[src/rtl/irq_pkg.sv]
package irq_pkg;
    // host access byte offsets
    localparam int MASK_OFS = 'h14;
    localparam int STAT_OFS = 'h18;

    typedef enum logic [2:0] {
        ACC_NONE,
        ACC_MASK_WR,
        ACC_MASK_RD,
        ACC_STAT_RD,
        ACC_OTHER_RD,
        ACC_IGNORED_WR
    } acc_kind_e;
endpackage

[src/rtl/irq_acc_decode.sv]
module irq_acc_decode #(
    parameter int ADDR_W = 8
) (
    input  logic              en,
    input  logic              wr,
    input  logic [ADDR_W-1:0] addr,
    output irq_pkg::acc_kind_e kind
);
    import irq_pkg::*;

    logic hit_mask;
    logic hit_stat;

    always_comb begin
        hit_mask = (addr == ADDR_W'(MASK_OFS));
        hit_stat = (addr == ADDR_W'(STAT_OFS));
        if (!en)
            kind = ACC_NONE;
        else if (wr)
            kind = hit_mask ? ACC_MASK_WR : ACC_IGNORED_WR;
        else if (hit_stat)
            kind = ACC_STAT_RD;
        else if (hit_mask)
            kind = ACC_MASK_RD;
        else
            kind = ACC_OTHER_RD;
    end
endmodule

[src/rtl/irq_status_bank.sv]
module irq_status_bank #(
    parameter int W = 29
) (
    input  logic         clk,
    input  logic         rst_n,
    input  logic [W-1:0] evt,
    input  logic         clr,
    output logic [W-1:0] status
);
    typedef struct packed {
        logic [W-1:0] bits;
    } bank_t;

    bank_t bank_d, bank_q;

    always_comb begin
        bank_d = bank_q;
        if (clr)
            bank_d.bits = '0;
        // a pulse in the clearing cycle survives the clear
        bank_d.bits = bank_d.bits | evt;
    end

    always_ff @(posedge clk) begin
        if (!rst_n)
            bank_q <= '0;
        else
            bank_q <= bank_d;
    end

    assign status = bank_q.bits;
endmodule

[src/rtl/irq_mask_bank.sv]
module irq_mask_bank #(
    parameter int W = 29
) (
    input  logic         clk,
    input  logic         rst_n,
    input  logic         load,
    input  logic [W-1:0] value,
    output logic [W-1:0] mask
);
    typedef struct packed {
        logic [W-1:0] bits;
    } mreg_t;

    mreg_t m_d, m_q;

    always_comb begin
        m_d = m_q;
        if (load)
            m_d.bits = value;
    end

    always_ff @(posedge clk) begin
        if (!rst_n)
            m_q <= '0;
        else
            m_q <= m_d;
    end

    assign mask = m_q.bits;
endmodule

[src/rtl/irq_collector.sv]
module irq_collector #(
    parameter int N_PLAY  = 6,
    parameter int N_CAP   = 3,
    parameter int FLD_W   = 3,
    parameter int CDC_W   = 2,
    parameter int ADDR_W  = 8,
    parameter int DATA_W  = 32
) (
    input  logic                    clk,
    input  logic                    rst_n,
    input  logic [N_PLAY*FLD_W-1:0] play_evt,
    input  logic [N_CAP*FLD_W-1:0]  cap_evt,
    input  logic                    cdc_wr_done,
    input  logic                    cdc_rd_done,
    input  logic                    host_en,
    input  logic                    host_wr,
    input  logic [ADDR_W-1:0]       host_addr,
    input  logic [DATA_W-1:0]       host_wdata,
    output logic [DATA_W-1:0]       host_rdata,
    output logic                    irq
);
    import irq_pkg::*;

    localparam int PLAY_BASE = CDC_W;
    localparam int CAP_BASE  = PLAY_BASE + N_PLAY * FLD_W;
    localparam int STAT_W    = CAP_BASE + N_CAP * FLD_W;
    localparam int PAD_W     = DATA_W - STAT_W;

    logic [STAT_W-1:0] evt_vec;
    logic [STAT_W-1:0] stat_w;
    logic [STAT_W-1:0] mask_w;
    acc_kind_e         kind;

    // pack event pulses into their status positions
    assign evt_vec[0] = cdc_wr_done;
    assign evt_vec[1] = cdc_rd_done;

    for (genvar c = 0; c < N_PLAY; c++) begin : g_play
        assign evt_vec[PLAY_BASE + c*FLD_W +: FLD_W] = play_evt[c*FLD_W +: FLD_W];
    end

    for (genvar k = 0; k < N_CAP; k++) begin : g_cap
        assign evt_vec[CAP_BASE + k*FLD_W +: FLD_W] = cap_evt[k*FLD_W +: FLD_W];
    end

    irq_acc_decode #(.ADDR_W(ADDR_W)) u_dec (
        .en   (host_en),
        .wr   (host_wr),
        .addr (host_addr),
        .kind (kind)
    );

    irq_status_bank #(.W(STAT_W)) u_stat (
        .clk    (clk),
        .rst_n  (rst_n),
        .evt    (evt_vec),
        .clr    (kind == ACC_STAT_RD),
        .status (stat_w)
    );

    irq_mask_bank #(.W(STAT_W)) u_mask (
        .clk   (clk),
        .rst_n (rst_n),
        .load  (kind == ACC_MASK_WR),
        .value (host_wdata[STAT_W-1:0]),
        .mask  (mask_w)
    );

    typedef struct packed {
        logic [DATA_W-1:0] rdata;
        logic              irq;
    } out_t;

    out_t out_d, out_q;

    always_comb begin
        out_d = out_q;
        unique case (kind)
            ACC_STAT_RD:  out_d.rdata = {{PAD_W{1'b0}}, stat_w};
            ACC_MASK_RD:  out_d.rdata = {{PAD_W{1'b0}}, mask_w};
            ACC_OTHER_RD: out_d.rdata = '0;
            default:      out_d.rdata = out_q.rdata;
        endcase
        out_d.irq = 1'b0;
    end

    always_ff @(posedge clk) begin
        if (!rst_n)
            out_q <= '0;
        else
            out_q <= out_d;
    end

    assign host_rdata = out_q.rdata;
    // interrupt follows the registered status and mask directly
    assign irq = |(stat_w & mask_w);
endmodule

[config.mk]
export PLATFORM = sky130hd
export DESIGN_NAME = irq_collector
export DESIGN_NICKNAME = d
export VERILOG_FILES = /design/src/rtl/irq_pkg.sv /design/src/rtl/irq_acc_decode.sv /design/src/rtl/irq_status_bank.sv /design/src/rtl/irq_mask_bank.sv /design/src/rtl/irq_collector.sv
export SDC_FILE = /design/constraint.sdc
export NUM_CORES = 1
export LEC_CHECK = 0
export ABC_AREA = 1
export BUFFER_PORTS_ARGS = -buffer_cell sky130_fd_sc_hd__buf_2
export CAP_MARGIN = 20
export CORE_MARGIN = 5
export CORE_UTILIZATION = 35
export DETAILED_ROUTE_END_ITERATION = 7
export MAX_ROUTING_LAYER = met4
export PLACE_DENSITY_LB_ADDON = 0.3
export SLEW_MARGIN = 15
export SYNTH_ARGS = -nofsm -noshare
export SYNTH_HDL_FRONTEND = slang
export SYNTH_SLANG_ARGS = --single-unit
[constraint.sdc]
create_clock -name clk -period 1.43 [get_ports clk]
set_clock_uncertainty 0.2 [all_clocks]
set_input_delay 0.143 -clock clk [delete_from_list [all_inputs] [get_ports clk]]
set_output_delay 0.143 -clock clk [all_outputs]
set_load 0.01 [all_outputs]
==> flow_summary.json, run 1 <==
{
  "fmax_mhz": 579,
  "synth_top_family_by_area": "simple AND/OR/NAND/NOR gates",
  "drive_above_1_share_pct": 21.8,
  "grt_start_max_net_pins": 35,
  "track_usage_pct": 18.6,
  "power_mw": 4.75,
  "cts_made_buffers": 9,
  "fin_nets": 794,
  "clkTransAtPathRegs_ns": 0.09,
  "clock_power_share_pct": 37.7,
  "antenna_found_initial": 0,
  "clock_path_buffers": 2,
  "cp-start-kind": "register",
  "p_comb_share_pct": 9.0,
  "reg2reg_depth": 5,
  "hp-class": "input port to register",
  "hold_slack_ns": 0.138,
  "hpwl_um": 7680,
  "grt_pass1_wl_um": 18600,
  "yosysWarnings": 0,
  "clk-insertion-delay-late_ns": 0.37,
  "antenna_cells": 0,
  "placed_cell_area_um2": 4420,
  "die_height_um": 113,
  "syn2layout_area_growth_pct": 41.7,
  "cts_tree": "built",
  "timing.rr.end": "host_rdata[2]",
  "power_density_nw_per_um2": 898,
  "peakVddDrop_mv": 0.475,
  "clock-sinks": 87,
  "routed_wl_um": 11300,
  "drcViolationCount": 0,
  "synth.cell_area_um2": 3730,
  "first_pass_iters": 5,
  "worst-path-max-fanout": 3,
  "rrSetupSlack_ns": 0.43,
  "port-buffer-count": 99,
  "max-cap-violations": 0,
  "outcome": "complete, but fails checks",
  "leakage_nw": 2.77,
  "swShare_pct": 23.7,
  "synth_fa_ha_area_share_pct": 0,
  "rsz0062_at_grt": "true",
  "setup_viol": 1,
  "stdcell_area_um2": 5280,
  "dpl.cell_count": 781,
  "coreArea_um2": 10400,
  "routabilityCongestion": 0.802,
  "layout_setup_ws_ns": -0.297,
  "h-tree-depth": 3,
  "row_count": 37,
  "endpoint_kind": "output port",
  "stdcell_count": 862,
  "min_period_ns": 1.73,
  "dieArea_um2": 12800,
  "syn-instance-count": 557,
  "switchingPower_mw": 1.12,
  "avgViaCountPerCell": 4.67,
  "worstPathRequired_ns": 1.09,
  "synth.area.top_cells": "dfxtp_1, nand2_1, nor2_1, nand3_1, inv_1",
  "cp-startpoint": "u_stat.status[7]",
  "violations": "negative setup slack",
  "first_iter_violations": 245,
  "die_w_um": 113,
  "internal_power_mw": 3.62,
  "pwr-share-seq_pct": 53.3,
  "vias": 4027,
  "fin_setup_tns_ns": -0.297,
  "crit_type": "register to output port",
  "cp.arrival_ns": 1.38,
  "initial_core_util_pct": 35.9,
  "synth_area_leader_cell": "dfxtp_1",
  "ys_seq_area_share_pct": 46.7,
  "cp-endpoint": "irq",
  "postRouteAntennaNets": 0,
  "wire_per_inst_um": 13.2,
  "synth-simple-area-share_pct": 38.6,
  "clockRootBuffer": "clkbuf_8",
  "hp-start": "host_en",
  "fin_util_pct": 50.9,
  "ys_ff_latch": 87,
  "muxShareOfSynthArea_pct": 0,
  "timing.rr.start": "u_stat.status[2]",
  "synth.top_cell.area_share_pct": 46.7,
  "yosysUniqueCellTypes": 16,
  "slew_violations": 0,
  "synth_compound_area_share_pct": 4.16,
  "ios": 106,
  "overflow": 0,
  "avgSynthCellArea_um2": 6.69,
  "first_global_vias": 3934,
  "timing.final.crit_share_pct": 121,
  "hold_viol_final": 0,
  "synthXorXnorAreaFrac_pct": 0,
  "preCtsSetupSlack_ns": -0.137
}
==> state kept, by name, indices dropped and copies added (netlist names) <==
name	flops
u_stat.status	29
host_rdata	29
u_mask.mask	29
==> power groups by stage <==
stage | sequential, mW | combinational (mW) | clock [mW]
6_report | 2.53 | 0.426 | 1.79
2_1_floorplan | 2.57 | 0.133 | 0
3_5_place_dp | 2.59 | 0.286 | 0
4_1_cts | 2.53 | 0.421 | 1.84
5_1_grt | 2.54 | 0.471 | 1.92
3_3_place_gp | 2.58 | 0.284 | 0
==> final cells by class <==
class | instances | area (um^2)
inverter | 55 | 206
sequential | 87 | 1750
clock buffer | 11 | 151
fill | 1006 | 5090
clock inverter | 5 | 56.3
timing repair buffer | 185 | 1330
tap | 136 | 170
multi-input combinational | 383 | 1620
==> metal layers <==
metal,GRT usage [%],up-vias,routed length (um)
li1,-,2048,-
met1,23.1,1834,5020
met2,30.5,127,5370
met3,2.94,18,716
met4,6.81,0,226
met5,-,-,0
==> cell families (layout without fill, tap and decap cells) <==
logic type | after synthesis | count (layout)
AO/OA/AOI/OAI | 31 | 31
buffers and inverters | 89 | 256
flip-flops | 87 | 87
other | 1 | 3
AND/OR/NAND/NOR | 349 | 349
==> worst max-delay path, stage by stage, from the launching register on <==
cell and delay [ns]:
dfxtp_2 0.34, nand2_1 0.08, nand4_1 0.11, nor2_1 0.15, nand4_1 0.16, buf_2 0.18
==> Yosys cell counts <==
library cell  count
nand2_1         148
nor2_1          116
dfxtp_1          87
nand3_1          74
inv_1            54
a21oi_1          31
buf_2            13
clkbuf_1         13
nand4_1           8
buf_4             6
buf_6             2
and2_1            1
clkinv_1          1
conb_1            1
nand3_2           1
nor2_4            1
==> layout by cell type, fill, tap and decap left out <==
cell type      count
nand3_1           74
dfxtp_1           77
dfxtp_2           10
inv_1             54
buf_2             99
dlygate4sd3_1     59
clkinv_4           1
nand3_2            1
buf_12             3
nor2_1           114
nor2_2             2
clkinvlp_4         1
buf_4             24
and2_1             1
nand2_1          148
conb_1             3
bufinv_16          1
clkbuf_8          11
a21oi_2            2
a21oi_1           29
clkinv_2           2
nand4_1            8
nor2_4             1
clkinv_1           1
==> worst min-delay path by stage <==
stage	slack, ns	cells after the start	to
final	0.14	5	u_mask.mask[8]
after global routing	0.15	5	u_mask.mask[8]
after CTS	0.13	5	u_mask.mask[11]
after detailed placement	0.16	3	u_stat.status[1]
after global placement	0.15	3	u_stat.status[24]
after floorplan	0.06	2	u_stat.status[0]
==> what timing repair did <==
item,CTS,global route
resized for setup,8,4
endpoints found under the setup margin,1,1
pin swaps,4,6
hold endpoints to repair,59,0
setup buffers,4,2
hold buffers,59,0
No activity file was read; power rests on OpenSTA's default activity.
==> run 2: changes to the inputs <==
--- a/config.mk
+++ b/config.mk
@@ -12,7 +12,7 @@
 export CORE_UTILIZATION = 35
 export DETAILED_ROUTE_END_ITERATION = 7
 export MAX_ROUTING_LAYER = met4
-export PLACE_DENSITY_LB_ADDON = 0.3
+export PLACE_DENSITY = 0.62
 export SLEW_MARGIN = 15
 export SYNTH_ARGS = -nofsm -noshare
 export SYNTH_HDL_FRONTEND = slang
==> constraint.sdc (replaced) <==
create_clock -name clk -period 1.43 [get_ports clk]
set_clock_uncertainty 0.2 [all_clocks]
set_input_delay 0.2145 -clock clk [delete_from_list [all_inputs] [get_ports clk]]
set_output_delay 0.2145 -clock clk [all_outputs]
set_load 0.01 [all_outputs]
==> flow_summary.json, run 2 (synthesis results as in run 1) <==
{
  "outcome": "complete, but fails checks",
  "violations": "negative setup slack",
  "antenna_found_initial": 0,
  "cp-start-kind": "register",
  "antenna_cells": 0,
  "clock_path_buffers": 2,
  "port-buffer-count": 99,
  "postRouteAntennaNets": 0,
  "rsz0062_at_grt": "true",
  "switchingPower_mw": 1.09,
  "first_iter_violations": 223,
  "p_comb_share_pct": 9.0,
  "placed_cell_area_um2": 4490,
  "setup_viol": 1,
  "most-common-layout-cells": "nand2_1, nor2_1, buf_2",
  "grt_start_max_net_pins": 35,
  "clkTransAtPathRegs_ns": 0.09,
  "routabilityCongestion": 0.820,
  "grt_pass1_wl_um": 18600,
  "syn2layout_area_growth_pct": 41.9,
  "ios": 106,
  "cts_tree": "built",
  "final_common_cell": "nand2_1",
  "layout_setup_ws_ns": -0.315,
  "vias": 3948,
  "stdcell_area_um2": 5290,
  "fmax_mhz": 573,
  "min_period_ns": 1.75,
  "fin_setup_tns_ns": -0.315,
  "worstPathRequired_ns": 1.02,
  "swShare_pct": 23.3,
  "pwr-share-seq_pct": 54.3,
  "avgViaCountPerCell": 4.58,
  "timing.final.crit_share_pct": 122,
  "initial_core_util_pct": 35.9,
  "leakage_nw": 2.78,
  "row_count": 37,
  "drive_above_1_share_pct": 22.0,
  "hold_viol_final": 0,
  "routed_wl_um": 11200,
  "h-tree-depth": 3,
  "fill_cells": 1077,
  "die_height_um": 113,
  "peakVddDrop_mv": 0.625,
  "cts_made_buffers": 9,
  "drcViolationCount": 0,
  "endpoint_kind": "output port",
  "clockRootBuffer": "clkbuf_8",
  "internal_power_mw": 3.58,
  "hp-class": "input port to register",
  "crit_type": "register to output port",
  "dieArea_um2": 12800,
  "fin_nets": 794,
  "first_pass_iters": 5,
  "die_w_um": 113,
  "worst-path-max-fanout": 3,
  "clk-insertion-delay-late_ns": 0.35,
  "wire_per_inst_um": 13.0,
  "final-seq-area_um2": 1750,
  "clock-sinks": 87,
  "overflow": 0,
  "power_density_nw_per_um2": 882,
  "first_global_vias": 3956,
  "clock_power_share_pct": 36.7,
  "hpwl_um": 7720,
  "slew_violations": 0,
  "coreArea_um2": 10400,
  "track_usage_pct": 18.5,
  "max-cap-violations": 0,
  "cp.arrival_ns": 1.33,
  "multi_input_area_um2": 1630
}
[run 2: worst max-delay path: stages, from the launching register on]
cell and delay, ns:
dfxtp_1 0.34, nand2_2 0.07, nand4_1 0.08, nor2_1 0.17
nand4_1 0.15, buf_2 0.17
[run 2: area by class of cell]
class,count,share of cell area (%)
clock buffer,11,2.67
clock inverter,5,1.09
inverter,55,3.90
multi-input combinational,383,30.7
sequential,87,33.1
tap,136,3.22
timing repair buffer,185,25.3
[run 2: power by group through the flow]
stage | clock, mW | combinational (mW) | sequential, mW
4_1_cts | 1.79 | 0.424 | 2.53
3_3_place_gp | 0 | 0.298 | 2.58
3_5_place_dp | 0 | 0.301 | 2.58
6_report | 1.71 | 0.421 | 2.53
5_1_grt | 1.87 | 0.464 | 2.54
2_1_floorplan | 0 | 0.134 | 2.57
[run 2: per-stage QoR]
stage	setup WS, ns	power (mW)	utilization (%)	hold WS [ns]	cells
4_1_cts	-0.371	4.74	50.8	0.0909	862
6_report	-0.315	4.66	51.0	0.109	862
2_1_floorplan	0.000815	2.70	-	0.132	559
5_1_grt	-0.421	4.88	51.0	0.117	862
3_5_place_dp	-0.169	2.88	43.3	0.227	788
3_3_place_gp	-0.109	2.88	43.3	0.219	788
[run 2: path summary, 6_finish.rpt]
check                    startpoint  slack (ns)                 to  depth (start not counted)
hold / removal                rst_n        0.11     host_rdata[19]                          4
hold reg to reg   u_stat.status[11]        0.31  u_stat.status[11]                          2
setup / recovery     u_mask.mask[7]       -0.32                irq                          5
setup reg to reg    u_mask.mask[11]        0.43     host_rdata[11]                          5
[run 2: timing repair]
action / CTS / global route
setup buffers: 0 / 0
hold buffers: 58 / 0
gates resized for setup: 2 / 11
endpoints found under the setup margin: 1 / 1
pin swaps: 2 / 7
gates cloned: 0 / 0
endpoints found under the hold margin: 58 / 0
[run 2: layer usage]
metal	global-route usage, %	share of wire [%]
met1	21.6	42
met3	2.89	6.4
met2	32.7	50
met4	5.45	1.2
met5	-	0
==> run 3: changes to the inputs <==
--- a/config.mk
+++ b/config.mk
@@ -13,6 +13,7 @@
 export DETAILED_ROUTE_END_ITERATION = 7
 export MAX_ROUTING_LAYER = met4
 export PLACE_DENSITY = 0.62
+export SKIP_CTS_REPAIR_TIMING = 1
 export SLEW_MARGIN = 15
 export SYNTH_ARGS = -nofsm -noshare
 export SYNTH_HDL_FRONTEND = slang
==> flow_summary.json, run 3 (synthesis results as in run 1) <==
{
  "worstPathRequired_ns": 1.02,
  "min_delay_path_depth": 4,
  "stdcell_count": 862,
  "clk-insertion-delay-late_ns": 0.35,
  "reg2reg_depth": 5,
  "max_stage_delay_ns": 0.34,
  "port-buffer-count": 99,
  "cts_tree": "built",
  "min_period_ns": 1.78,
  "routabilityCongestion": 0.820,
  "placed_cell_area_um2": 4490,
  "coreArea_um2": 10400,
  "vias": 3917,
  "setup_viol": 1,
  "layout_setup_ws_ns": -0.350,
  "first_global_vias": 3732,
  "route.met3.wl_um": 662,
  "dieArea_um2": 12800,
  "first_pass_iters": 5,
  "first_iter_violations": 215,
  "max-cap-violations": 0,
  "cp_top_family": "simple AND/OR/NAND/NOR gates",
  "worst-path-max-fanout": 3,
  "cp-startpoint": "u_stat.status[7]",
  "power_mw": 4.66,
  "clkTransAtPathRegs_ns": 0.09,
  "hold_slack_ns": 0.112,
  "fin_nets": 794,
  "hpwl_um": 7720,
  "stdcell_area_um2": 5270,
  "final_common_cell": "nand2_1",
  "cp-start-kind": "register",
  "track_usage_pct": 17.6,
  "grt_start_max_net_pins": 35,
  "hold_viol_final": 0,
  "antenna_found_initial": 0,
  "met1_length_um": 4760,
  "die_w_um": 113,
  "timing.critical_path.buf_inv": 1,
  "crit_chain": "nand2_1, nand4_1, nor2_1, nand4_1, buf_2",
  "dpl.cell_count": 788,
  "postRouteAntennaNets": 0,
  "slew_violations": 0,
  "clock-sinks": 87,
  "worst_path_most_repeated_cell": "nand4_1",
  "drcViolationCount": 0,
  "peakVddDrop_mv": 0.612,
  "highest_layer": "met4",
  "crit_type": "register to output port",
  "hp-class": "input port to register",
  "fin_util_pct": 50.8,
  "fin_setup_tns_ns": -0.350,
  "preCtsSetupSlack_ns": -0.169,
  "cp-endpoint": "irq",
  "initial_core_util_pct": 35.9,
  "timing.rr.end": "host_rdata[11]",
  "die_height_um": 113,
  "row_count": 37,
  "fmax_mhz": 562,
  "timing.final.crit_share_pct": 124,
  "rsz0062_at_grt": "true",
  "clockRootBuffer": "clkbuf_8",
  "cts_made_buffers": 9,
  "routed_wl_um": 11200,
  "overflow": 0,
  "cp.arrival_ns": 1.37,
  "clock_path_buffers": 2,
  "leakage_nw": 2.77,
  "wire_per_inst_um": 13.0,
  "endpoint_kind": "output port",
  "wl_met2_um": 5690,
  "power_density_nw_per_um2": 884,
  "avgViaCountPerCell": 4.54,
  "drive_above_1_share_pct": 20.4,
  "ios": 106,
  "slowest_stage": "dfxtp_1",
  "grt_pass1_wl_um": 17700,
  "antenna_cells": 0,
  "timing.rr.start": "u_mask.mask[11]",
  "h-tree-depth": 3,
  "violations": "negative setup slack",
  "most-common-layout-cells": "nand2_1, nor2_1, buf_2",
  "cp.depth": 5,
  "outcome": "complete, but fails checks",
  "syn2layout_area_growth_pct": 41.4,
  "rrSetupSlack_ns": 0.43
}
run 3: power by group:
group          internal (mW)  leakage (nW)  switching [mW]  total [mW]
clock network          0.856         0.103           0.853        1.71
registers               2.48         0.710          0.0468        2.53
logic                  0.236          1.96           0.184       0.420
total                   3.57          2.77            1.08        4.66
run 3: worst min path at each step:
stage / start / to / slack (ns)
finish: rst_n / host_rdata[19] / 0.11
global route: rst_n / host_rdata[8] / 0.12
CTS: play_evt[5] / u_stat.status[7] / -0.16
detailed placement: cap_evt[0] / u_stat.status[20] / 0.23
global placement: cap_evt[4] / u_stat.status[24] / 0.22
floorplan: cdc_wr_done / u_stat.status[0] / 0.13
run 3: layout make-up:
cell class                 count  area (um^2)
inverter                      55          206
timing repair buffer         185         1340
fill                        1078         5100
clock buffer                  11          141
clock inverter                 5         57.6
multi-input combinational    383         1610
sequential                    87         1740
tap                          136          170
run 3: layer usage:
layer	track usage (%)	up-vias
li1	-	2040
met1	20.6	1754
met2	30.5	117
met3	3.53	6
met4	5.13	0
met5	-	-
run 3: worst reg2reg max path, delay by kind of cell (launching register included):
kind,cells,cell delay [ns]
DFF,1,0.32
buffers and inverters,2,0.17
and+or+nand+nor,3,0.21
